==> src/rtl/dxw_pkg.sv <==
package dxw_pkg;
  localparam int PA_W       = 48;
  localparam int VA_W       = 32;
  localparam int RID_W      = 16;
  localparam int PG_SHIFT   = 13;
  localparam int HUGE_SHIFT = 23;
  localparam int IDX_W      = 10;
  localparam int ENT_W      = 64;

  typedef enum logic [2:0] {
    CZ_DEV_L1  = 3'd0,
    CZ_DEV_L2  = 3'd1,
    CZ_PG_L1   = 3'd2,
    CZ_PG_L2   = 3'd3,
    CZ_DENIED  = 3'd4,
    CZ_BADRESP = 3'd5
  } cause_t;

  typedef enum logic [1:0] {
    LV_DEV1 = 2'd0,
    LV_DEV2 = 2'd1,
    LV_PG1  = 2'd2,
    LV_PG2  = 2'd3
  } level_t;

  // Page-aligned base carried in an entry.
  function automatic logic [PA_W-1:0] ent_base(input logic [ENT_W-1:0] e);
    return {e[PA_W-1:PG_SHIFT], {PG_SHIFT{1'b0}}};
  endfunction

  function automatic logic [PA_W-1:0] page_align(input logic [PA_W-1:0] a);
    return {a[PA_W-1:PG_SHIFT], {PG_SHIFT{1'b0}}};
  endfunction

  function automatic logic [IDX_W-1:0] pg_top_idx(input logic [VA_W-1:0] va);
    logic [VA_W-1:0] vpn;
    vpn = va >> PG_SHIFT;
    return IDX_W'((vpn >> 10) & 32'h1FF);
  endfunction

  function automatic logic [IDX_W-1:0] pg_leaf_idx(input logic [VA_W-1:0] va);
    logic [VA_W-1:0] vpn;
    vpn = va >> PG_SHIFT;
    return IDX_W'(vpn & 32'h3FF);
  endfunction

  function automatic logic [PA_W-1:0] slot_addr(input logic [PA_W-1:0] base,
                                                 input logic [IDX_W-1:0] idx);
    return base + {{(PA_W-IDX_W-3){1'b0}}, idx, 3'b000};
  endfunction

  function automatic logic [PA_W-1:0] leaf_pa(input logic [ENT_W-1:0] e,
                                               input logic [VA_W-1:0] va,
                                               input logic huge);
    logic [PA_W-1:0] b;
    logic [PA_W-1:0] v;
    b = ent_base(e);
    v = {{(PA_W-VA_W){1'b0}}, va};
    if (huge) return {b[PA_W-1:HUGE_SHIFT], v[HUGE_SHIFT-1:0]};
    return {b[PA_W-1:PG_SHIFT], v[PG_SHIFT-1:0]};
  endfunction

  function automatic logic [ENT_W-1:0] pack_status(input cause_t c,
                                                    input logic [RID_W-1:0] rid,
                                                    input logic [VA_W-1:0] va);
    return {1'b1, 1'b1, c, 6'b0, rid, 5'b0, va};
  endfunction
endpackage

==> src/rtl/dxw_addr_gen.sv <==
module dxw_addr_gen
  import dxw_pkg::*;
(
  input  level_t            lvl,
  input  logic [PA_W-1:0]   base,
  input  logic [RID_W-1:0]  rid,
  input  logic [VA_W-1:0]   va,
  output logic [PA_W-1:0]   addr
);
  logic [IDX_W-1:0] idx;

  always_comb begin
    unique case (lvl)
      LV_DEV1: idx = {2'b00, rid[15:8]};
      LV_DEV2: idx = {2'b00, rid[7:0]};
      LV_PG1:  idx = pg_top_idx(va);
      default: idx = pg_leaf_idx(va);
    endcase
    addr = slot_addr(base, idx);
  end
endmodule

==> src/rtl/dxw_entry_dec.sv <==
module dxw_entry_dec
  import dxw_pkg::*;
(
  input  level_t            lvl,
  input  logic [ENT_W-1:0]  entry,
  input  logic [VA_W-1:0]   va,
  output logic              is_fault,
  output logic              is_final,
  output logic              pass_hit,
  output cause_t            cause,
  output logic [PA_W-1:0]   pa,
  output logic [PA_W-1:0]   next_base
);
  localparam int VALID_BIT = 63;
  localparam int ALLOW_BIT = 62;
  logic       ent_ok;
  logic [1:0] gran;
  logic       unused_hi;

  assign ent_ok    = entry[VALID_BIT];
  assign gran      = entry[5:4];
  assign next_base = ent_base(entry);
  assign unused_hi = ^{entry[61:48], entry[12:6], entry[3:1]};

  always_comb begin
    is_fault = 1'b0;
    is_final = 1'b0;
    pass_hit = 1'b0;
    cause    = CZ_DEV_L1;
    pa       = '0;
    if (!ent_ok) begin
      is_fault = 1'b1;
      unique case (lvl)
        LV_DEV1: cause = CZ_DEV_L1;
        LV_DEV2: cause = CZ_DEV_L2;
        LV_PG1:  cause = CZ_PG_L1;
        default: cause = CZ_PG_L2;
      endcase
    end else if (lvl == LV_DEV2 && entry[0]) begin
      is_final = 1'b1;
      pass_hit = 1'b1;
      pa       = {{(PA_W-VA_W){1'b0}}, va};
    end else if (lvl == LV_PG2) begin
      if (!entry[ALLOW_BIT]) begin
        is_fault = 1'b1;
        cause    = CZ_DENIED;
      end else if (gran == 2'd0) begin
        is_final = 1'b1;
        pa       = leaf_pa(entry, va, 1'b0);
      end else if (gran == 2'd2) begin
        is_final = 1'b1;
        pa       = leaf_pa(entry, va, 1'b1);
      end else begin
        is_fault = 1'b1;
        cause    = CZ_BADRESP;
      end
    end
  end
endmodule

==> src/rtl/dxw_wait_timer.sv <==
module dxw_wait_timer #(
  parameter int CFG_W    = 4,
  parameter int TO_SCALE = 4
) (
  input  logic             clk,
  input  logic             rst_n,
  input  logic             run,
  input  logic [CFG_W-1:0] cfg,
  output logic             expired
);
  localparam int CNT_W = CFG_W + $clog2(TO_SCALE) + 2;
  logic [CNT_W-1:0] cnt_q;
  logic [CNT_W-1:0] limit;

  assign limit   = CNT_W'((32'(cfg) + 32'd1) * 32'(TO_SCALE));
  assign expired = run && (cnt_q == limit - CNT_W'(1));

  always_ff @(posedge clk or negedge rst_n) begin
    if (!rst_n)        cnt_q <= '0;
    else if (!run)     cnt_q <= '0;
    else if (!expired) cnt_q <= cnt_q + CNT_W'(1);
  end
endmodule

==> src/rtl/dxw_fault_log.sv <==
module dxw_fault_log
  import dxw_pkg::*;
(
  input  logic              clk,
  input  logic              rst_n,
  input  logic              fault_evt,
  input  cause_t            cause,
  input  logic [RID_W-1:0]  rid,
  input  logic [VA_W-1:0]   va,
  input  logic              fault_en,
  input  logic              wr,
  input  logic [ENT_W-1:0]  wdata,
  output logic [ENT_W-1:0]  word,
  output logic              irq
);
  logic held;
  logic take;
  logic release_req;

  assign held        = word[63];
  assign take        = fault_evt && fault_en && !held;
  assign release_req = wr && !wdata[62] && held;
  assign irq         = held;

  always_ff @(posedge clk or negedge rst_n) begin
    if (!rst_n)           word <= '0;
    else if (take)        word <= pack_status(cause, rid, va);
    else if (release_req) word <= '0;
  end
endmodule

==> src/rtl/dxw_walker.sv <==
module dxw_walker
  import dxw_pkg::*;
#(
  parameter int CFG_W    = 4,
  parameter int TO_SCALE = 4
) (
  input  logic             clk,
  input  logic             rst_n,
  input  logic             req_valid,
  output logic             req_ready,
  input  logic [15:0]      req_rid,
  input  logic [31:0]      req_va,
  output logic             resp_valid,
  output logic             resp_fault,
  output logic [2:0]       resp_cause,
  output logic [47:0]      resp_paddr,
  output logic             mem_req,
  output logic [47:0]      mem_addr,
  input  logic             mem_rvalid,
  input  logic [63:0]      mem_rdata,
  input  logic [47:0]      dt_base,
  input  logic             fault_en,
  input  logic [CFG_W-1:0] timeout_cfg,
  input  logic             status_wr,
  input  logic [63:0]      status_wdata,
  output logic [63:0]      status_word,
  output logic             irq
);
  typedef enum logic [1:0] {ST_IDLE, ST_ISSUE, ST_WAIT} st_t;

  st_t                st_q;
  level_t             lvl_q;
  logic [RID_W-1:0]   rid_q;
  logic [VA_W-1:0]    va_q;
  logic [PA_W-1:0]    base_q;

  logic               dec_fault, dec_final, dec_pass;
  cause_t             dec_cause;
  logic [PA_W-1:0]    dec_pa, dec_next;
  logic               timed_out;

  // Named walk events used by the FSM, the fault log and the checker.
  logic               accept_evt;
  logic               data_evt;
  logic               timeout_evt;
  logic               fault_evt;
  logic               done_evt;
  logic               pass_evt;
  cause_t             evt_cause;

  assign req_ready   = (st_q == ST_IDLE);
  assign accept_evt  = req_valid && req_ready;
  assign data_evt    = (st_q == ST_WAIT) && mem_rvalid;
  assign timeout_evt = (st_q == ST_WAIT) && !mem_rvalid && timed_out;
  assign fault_evt   = (data_evt && dec_fault) || timeout_evt;
  assign done_evt    = (data_evt && (dec_fault || dec_final)) || timeout_evt;
  assign pass_evt    = data_evt && dec_pass;
  assign evt_cause   = timeout_evt ? CZ_BADRESP : dec_cause;
  assign mem_req     = (st_q == ST_ISSUE);

  dxw_addr_gen u_addr (
    .lvl  (lvl_q),
    .base (base_q),
    .rid  (rid_q),
    .va   (va_q),
    .addr (mem_addr)
  );

  dxw_entry_dec u_dec (
    .lvl       (lvl_q),
    .entry     (mem_rdata),
    .va        (va_q),
    .is_fault  (dec_fault),
    .is_final  (dec_final),
    .pass_hit  (dec_pass),
    .cause     (dec_cause),
    .pa        (dec_pa),
    .next_base (dec_next)
  );

  dxw_wait_timer #(.CFG_W(CFG_W), .TO_SCALE(TO_SCALE)) u_timer (
    .clk     (clk),
    .rst_n   (rst_n),
    .run     (st_q == ST_WAIT),
    .cfg     (timeout_cfg),
    .expired (timed_out)
  );

  dxw_fault_log u_log (
    .clk       (clk),
    .rst_n     (rst_n),
    .fault_evt (fault_evt),
    .cause     (evt_cause),
    .rid       (rid_q),
    .va        (va_q),
    .fault_en  (fault_en),
    .wr        (status_wr),
    .wdata     (status_wdata),
    .word      (status_word),
    .irq       (irq)
  );

  always_ff @(posedge clk or negedge rst_n) begin
    if (!rst_n) begin
      st_q   <= ST_IDLE;
      lvl_q  <= LV_DEV1;
      rid_q  <= '0;
      va_q   <= '0;
      base_q <= '0;
    end else begin
      unique case (st_q)
        ST_IDLE: if (accept_evt) begin
          st_q   <= ST_ISSUE;
          lvl_q  <= LV_DEV1;
          rid_q  <= req_rid;
          va_q   <= req_va;
          base_q <= page_align(dt_base);
        end
        ST_ISSUE: st_q <= ST_WAIT;
        default: begin
          if (done_evt) begin
            st_q <= ST_IDLE;
          end else if (data_evt) begin
            st_q   <= ST_ISSUE;
            lvl_q  <= level_t'(lvl_q + 2'd1);
            base_q <= dec_next;
          end
        end
      endcase
    end
  end

  always_ff @(posedge clk or negedge rst_n) begin
    if (!rst_n) begin
      resp_valid <= 1'b0;
      resp_fault <= 1'b0;
      resp_cause <= '0;
      resp_paddr <= '0;
    end else begin
      resp_valid <= done_evt;
      if (done_evt) begin
        resp_fault <= fault_evt;
        resp_cause <= fault_evt ? evt_cause : 3'd0;
        resp_paddr <= fault_evt ? '0 : dec_pa;
      end
    end
  end
endmodule

==> config.mk <==
export PLATFORM = sky130hd
export DESIGN_NAME = dxw_walker
export DESIGN_NICKNAME = d
export VERILOG_FILES = /design/src/rtl/dxw_pkg.sv /design/src/rtl/dxw_addr_gen.sv /design/src/rtl/dxw_entry_dec.sv /design/src/rtl/dxw_wait_timer.sv /design/src/rtl/dxw_fault_log.sv /design/src/rtl/dxw_walker.sv
export SDC_FILE = /design/constraint.sdc
export NUM_CORES = 1
export LEC_CHECK = 0
export BUFFER_PORTS_ARGS = -buffer_cell sky130_fd_sc_hd__clkbuf_2
export CAP_MARGIN = 30
export CORE_MARGIN = 10
export CORE_UTILIZATION = 40
export CTS_BUF_LIST = sky130_fd_sc_hd__clkbuf_2
export DETAILED_ROUTE_END_ITERATION = 10
export PLACE_DENSITY_LB_ADDON = 0.3
export REMOVE_ABC_BUFFERS = 1
export SYNTH_ARGS = -nofsm -noshare
export SYNTH_HDL_FRONTEND = slang
export SYNTH_SLANG_ARGS = --single-unit
==> constraint.sdc <==
create_clock -name clk -period 2.7 [get_ports clk]
set_input_delay 0.405 -clock clk [delete_from_list [all_inputs] [get_ports clk]]
set_output_delay 0.405 -clock clk [all_outputs]
set_load 0.01 [all_outputs]
==> results of run 1 <==
## flip-flops by register name, summed over array words and instances (netlist names)
signal	count
base_q	35
resp_paddr	48
resp_valid	1
st_q	2
u_timer.cnt_q	8
lvl_q	2
resp_fault	1
resp_cause	3
rid_q	16
va_q	32
u_log.word	52
## cells in the mapped netlist (2+ instances only)
master	instances	area (sq um)
a211o_1	3	26.3
a21oi_1	9	45.0
a222oi_1	8	80.1
a22o_1	30	263
a22oi_1	20	150
and2_1	3	18.8
and3_1	4	25.0
buf_1	6	22.5
buf_2	2	10.0
buf_4	18	135
buf_6	8	90.1
clkbuf_1	41	154
dfrtp_1	200	5000
ha_1	7	87.6
inv_1	14	52.6
mux2i_1	16	160
nand2_1	241	905
nand3_1	6	30.0
nand3b_1	2	15.0
nand4_1	2	12.5
nor2_1	87	327
nor2b_1	4	25.0
nor3_1	5	25.0
o21ai_0	14	70.1
o22ai_1	75	469
o2bb2ai_1	20	175
o31ai_1	2	15.0
xnor2_1	9	78.8
xor2_1	3	26.3
## stage by stage
stage	std cells	total power, uW	hold WS [ns]	util [%]
6_report	1589	10300	0.138	57.5
5_1_grt	1589	11000	0.0725	57.5
4_1_cts	1586	10300	0.0514	57.4
3_5_place_dp	1416	8650	0.473	49.7
3_3_place_gp	1416	8540	0.472	49.7
2_1_floorplan	819	6650	0.109	-
## routing by layer
metal  global-route usage (%)  share of wire, %  up-vias  routed length [um]
met4                     7.99               2.5        0                 779
met2                     36.9                51      338               16100
li1                         -                 -     3852                   -
met1                     26.0                40     4067               12600
met5                        0                 0        -                   0
met3                     5.50               6.9       51                2180
## path summary, 6_finish.rpt
| kind | start | end | slack, ns | depth (start not counted) |
|---|---|---|---|---|
| setup / recovery | lvl_q[1]$_DFFE_PN0P_ | mem_addr[4] | -0.008 | 6 |
| max in group asynchronous | rst_n | u_log.word[37]$_DFFE_PN0P_ | 1.76 | 3 |
| hold / removal | rst_n | base_q[30]$_DFFE_PN0P_ | 0.14 | 2 |
| setup reg to reg | lvl_q[1]$_DFFE_PN0P_ | base_q[25]$_DFFE_PN0P_ | 0.17 | 9 |
| hold reg to reg | resp_paddr[24]$_DFFE_PN0P_ | resp_paddr[24]$_DFFE_PN0P_ | 0.53 | 1 |
| min in group clk | mem_rdata[5] | resp_paddr[15]$_DFFE_PN0P_ | 0.14 | 5 |
## cell type report
| cell class | count | share of cell area, % |
|---|---|---|
| antenna | 3 | 0.0615 |
| clock buffer | 17 | 0.697 |
| clock inverter | 15 | 0.984 |
| inverter | 15 | 0.461 |
| multi-input combinational | 604 | 27.7 |
| sequential | 200 | 41.0 |
| tap | 275 | 2.82 |
| timing repair buffer | 460 | 26.3 |
## what timing repair did
| action | 4_1_cts | 5_1_grt |
|---|---|---|
| gates resized for setup | 16 | 3 |
| setup endpoints to repair | 9 | 10 |
| pin swaps | 7 | 2 |
| hold endpoints to repair | 208 | 0 |
| setup buffers | 4 | 0 |
| hold buffers | 134 | 0 |
## power groups by stage
stage                     combinational, uW  clock, uW  sequential (uW)
final                                  4120       1380             4770
after global routing                   4570       1530             4890
after CTS                              4140       1430             4750
after detailed placement               3840          0             4810
after global placement                 3760          0             4780
after floorplan                        1710          0             4940
## logic make-up after synthesis
logic type,synth area share (%)
compound gates,15.9
xor+xnor,1.47
fa+ha+maj,1.01
buf+inv,5.37
flops,57.5
mux,1.84
other cells,0.0431
simple gates,16.9
==> results_dict.tcl, run 1 <==
set metrics [dict create \
    status "complete, but fails checks" \
    violations "setup timing" \
    dp_hpwl_um 21500 \
    area_growth_pct 40.1 \
    internal-power_uw 5980 \
    cts_buffer_depth 2 \
    final_area_sq_um 12200 \
    clkPwrFrac_pct 13.4 \
    path_cells "buf_4, ha_4, buf_6, a222oi_1, mux2i_1, clkbuf_2" \
    start_util_pct 41.0 \
    ios 402 \
    fin_tns_setup_ns -0.00835 \
    ys_seq_area_share_pct 57.5 \
    ys.flop_type "dfrtp_1" \
    path_clk_slew_ns 0.32 \
    drive_gt1_share_pct 28.8 \
    drt_iter0_markers 702 \
    die_h_um 168 \
    critPathMaxFanout 6 \
    dieArea_sq_um 28100 \
    postPlaceCellArea_sq_um 10600 \
    maxSlewHeadroom_pct 52.9 \
    first_global_vias 8759 \
    async_flop_share_pct 100 \
    switching_power_uw 4290 \
    path_class "flip-flop to output pin" \
    gp_congestion 0.822 \
    setup_viol 1 \
    worst_path_max_delay_cell "dfrtp_1" \
    worstPathArrival_ns 2.30 \
    hold_violations 0 \
    comb_power_share_pct 40.2 \
    worst_pin_slew_ns 0.707 \
    rsz0062_at_grt "yes" \
    irDropWorstVdd_mv 0.519 \
    synth_edf_count 0 \
    postRouteAntennaNets 0 \
    regArea_sq_um 5010 \
    cts_tree "built" \
    pre_cts_ws_ns -0.00532 \
    grt_overflow 0 \
    min_path_type "primary input to async pin" \
    mostFrequentLayoutCell "clkbuf_2" \
    post_drt_wl_per_cell_um 19.9 \
    first_pass_iters 6 \
    postSynthAreaPerCell_sq_um 9.88 \
    antenna_found_initial 3 \
    port_buffers 287 \
    max_freq_mhz 369 \
    power_density_nw_per_um2 842 \
    crit_family "flip-flops" \
    critPathCaptureType "output pin" \
    nets 1539 \
    vias_per_cell 5.23 \
    coreArea_sq_um 21200 \
    critPathBufInv 3 \
    drv_cap 0 \
    clock_latency_ns 0.77 \
    period_share_pct 100 \
    grt_pass1_wl_um 49100 \
    fin_ws_ns -0.00835 \
    clock-sinks 200 \
    switching_share_pct 41.8 \
    multi_input_area_sq_um 3380 \
    h-tree-depth 4 \
    dieWidth_um 168 \
    cp.required_ns 2.30 \
    crit_path_start_kind "flip-flop" \
    syn_area_sq_um 8710 \
    skew_ns 0.0389 \
    grtUsageTotal_pct 21.7 \
    synth_cell_types 51 \
    yosys_register_bits 200 \
    routed_wl_um 31600 \
    synth_cells 881 \
    ys_warn_count 0 \
    max_stage_delay_ns 0.48 \
    min_period_ns 2.71 \
    drc_errors 0 \
    root_buffer "clkbuf_2" \
    vias 8308 \
    p_leak_uw 0.00622 \
    p_seq_share_pct 46.4 \
    n_fill_cell 1862 \
    rows 53 \
    grt_max_degree 83 \
    final_cell_mix "303 x clkbuf_2, 241 x nand2_1, 199 x dfrtp_1" \
    slew_violations 0 \
    cts_made_buffers 17 \
]
Power figures use the tool's default switching activity.
==> run 2: changes to the inputs <==
--- a/config.mk
+++ b/config.mk
@@ -7,8 +7,11 @@
 export LEC_CHECK = 0
 export BUFFER_PORTS_ARGS = -buffer_cell sky130_fd_sc_hd__clkbuf_2
 export CAP_MARGIN = 30
+export CELL_PAD_IN_SITES_DETAIL_PLACEMENT = 1
+export CELL_PAD_IN_SITES_GLOBAL_PLACEMENT = 1
+export CORE_ASPECT_RATIO = 0.7
 export CORE_MARGIN = 10
-export CORE_UTILIZATION = 40
+export CORE_UTILIZATION = 35
 export CTS_BUF_LIST = sky130_fd_sc_hd__clkbuf_2
 export DETAILED_ROUTE_END_ITERATION = 10
 export PLACE_DENSITY_LB_ADDON = 0.3
==> results_dict.tcl, run 2 (same netlist as run 1, synthesis figures left out) <==
set metrics [dict create \
    fin_ws_ns -0.0936 \
    worst_pin_slew_ns 0.857 \
    grtUsageTotal_pct 22.2 \
    critPathMaxFanout 8 \
    rsz0062_at_grt "yes" \
    first_pass_iters 5 \
    min_period_ns 2.79 \
    top_register "u_log.word" \
    dp_hpwl_um 23700 \
    placedCellCount 1458 \
    ios 402 \
    skew_ns 0.0305 \
    cts_made_buffers 17 \
    p_leak_uw 0.00610 \
    vias_per_cell 5.17 \
    hold_violations 0 \
    port_buffers 287 \
    cts_buffer_depth 2 \
    worstPathArrival_ns 2.39 \
    status "complete, but fails checks" \
    post_drt_wl_per_cell_um 22.0 \
    final_cell_mix "303 x clkbuf_2, 240 x nand2_1, 199 x dfrtp_1" \
    largest_reg_flops 52 \
    path_clk_slew_ns 0.29 \
    crit_path_start_kind "flip-flop" \
    period_share_pct 103 \
    critPathCaptureType "output pin" \
    dieWidth_um 209 \
    routed_wl_um 35700 \
    maxSlewHeadroom_pct 42.9 \
    grt_overflow 0 \
    mostFrequentLayoutCell "clkbuf_2" \
    rows 48 \
    h-tree-depth 4 \
    path_class "flip-flop to output pin" \
    grt_pass1_wl_um 55900 \
    grt_max_degree 71 \
    drt_iter0_markers 456 \
    min_path_type "primary input to async pin" \
    area_growth_pct 39.3 \
    top_regs "u_log.word: 52 flops, resp_paddr: 48 flops, base_q: 35 flops" \
    die_h_um 152 \
    irDropWorstVdd_mv 0.452 \
    cp.required_ns 2.30 \
    root_buffer "clkbuf_2" \
    p_total_uw 10400 \
    max_freq_mhz 358 \
    drive_gt1_share_pct 28.8 \
    antenna_found_initial 1 \
    first_global_vias 9283 \
    nets 1524 \
    cts_tree "built" \
    holdWs_ns 0.151 \
    n_fill_cell 2849 \
    slew_violations 0 \
    clock-sinks 200 \
    gp_congestion 0.787 \
    setup_viol 3 \
    power_density_nw_per_um2 860 \
    start_util_pct 35.5 \
    clock_latency_ns 0.77 \
    vias 8388 \
    coreArea_sq_um 24600 \
    violations "setup timing" \
    postRouteAntennaNets 0 \
    drv_cap 0 \
    drc_errors 0 \
    finalCoreUtilization_pct 49.4 \
    fin_cells 1621 \
    dieArea_sq_um 31700 \
]
## run 2: cell types whose count changed in the layout (fill, tap and decap cells not counted), moves of 3 or more
cell	before	now
buf_4	27	23
clkinvlp_4	0	5
dlygate4sd3_1	134	126
inv_6	4	1
## run 2: where the power goes
group	leakage, uW	switching, uW	total (uW)	internal [uW]
combinational	0.00339	2510	4170	1660
clock	0.000124	1060	1480	420
sequential	0.00258	783	4780	4000
total	0.00610	4350	10400	6080
## run 2: path summary, 6_finish.rpt
| kind | from | endpoint | slack [ns] | cells after the start |
|---|---|---|---|---|
| min in group clk | mem_rdata[5] | resp_paddr[14]$_DFFE_PN0P_ | 0.19 | 5 |
| worst max register to register | lvl_q[1]$_DFFE_PN0P_ | base_q[29]$_DFFE_PN0P_ | 0.26 | 10 |
| worst max-delay path | lvl_q[1]$_DFFE_PN0P_ | mem_addr[9] | -0.09 | 6 |
| worst min register to register | resp_paddr[27]$_DFFE_PN0P_ | resp_paddr[27]$_DFFE_PN0P_ | 0.53 | 1 |
| worst min-delay path | rst_n | u_timer.cnt_q[6]$_DFFE_PN0P_ | 0.15 | 2 |
| max in group asynchronous | rst_n | rid_q[0]$_DFFE_PN0P_ | 1.78 | 3 |
## run 2: worst max-delay path, stage by stage (launching register included)
cell      delay, ns
dfrtp_1        0.47
inv_2          0.07
ha_4           0.17
buf_8          0.14
a222oi_1       0.39
mux2i_1        0.22
clkbuf_2       0.17
## run 2: what timing repair did
action	in CTS	in global routing
gates resized for setup	12	8
buffers inserted	5	0
hold endpoints to repair	304	0
setup endpoints to repair	10	11
gates cloned	0	0
pin swaps	7	2
hold buffers	126	0
## run 2: through the flow
step / area [sq um] / TNS (ns) / setup slack, ns
2_1_floorplan: 8350 / -76.95 / -1.27
6_report: 12100 / -0.127 / -0.0936
3_5_place_dp: 10500 / -0.862 / -0.0614
5_1_grt: 12100 / -1.85 / -0.288
4_1_cts: 12100 / -1.01 / -0.203
3_3_place_gp: 10500 / 0 / 0.0221
## run 2: cell type report
class,instances,area [sq um],share of cell area [%]
Antenna cell,1,2.50,0.0206
Clock inverter,12,128,1.05
Sequential cell,200,5010,41.3
Multi-Input combinational cell,604,3380,27.9
Tap cell,325,407,3.35
Inverter,15,56.3,0.464
Timing Repair Buffer,445,3050,25.2
Clock buffer,19,95.1,0.784
## run 2: layer usage
metal | vias up | track usage [%] | wire length (um)
li1 | 3805 | - | -
met1 | 4278 | 28.5 | 15600
met2 | 255 | 35.8 | 16900
met3 | 50 | 5.96 | 2130
met4 | 0 | 7.35 | 932
met5 | - | 0 | 0
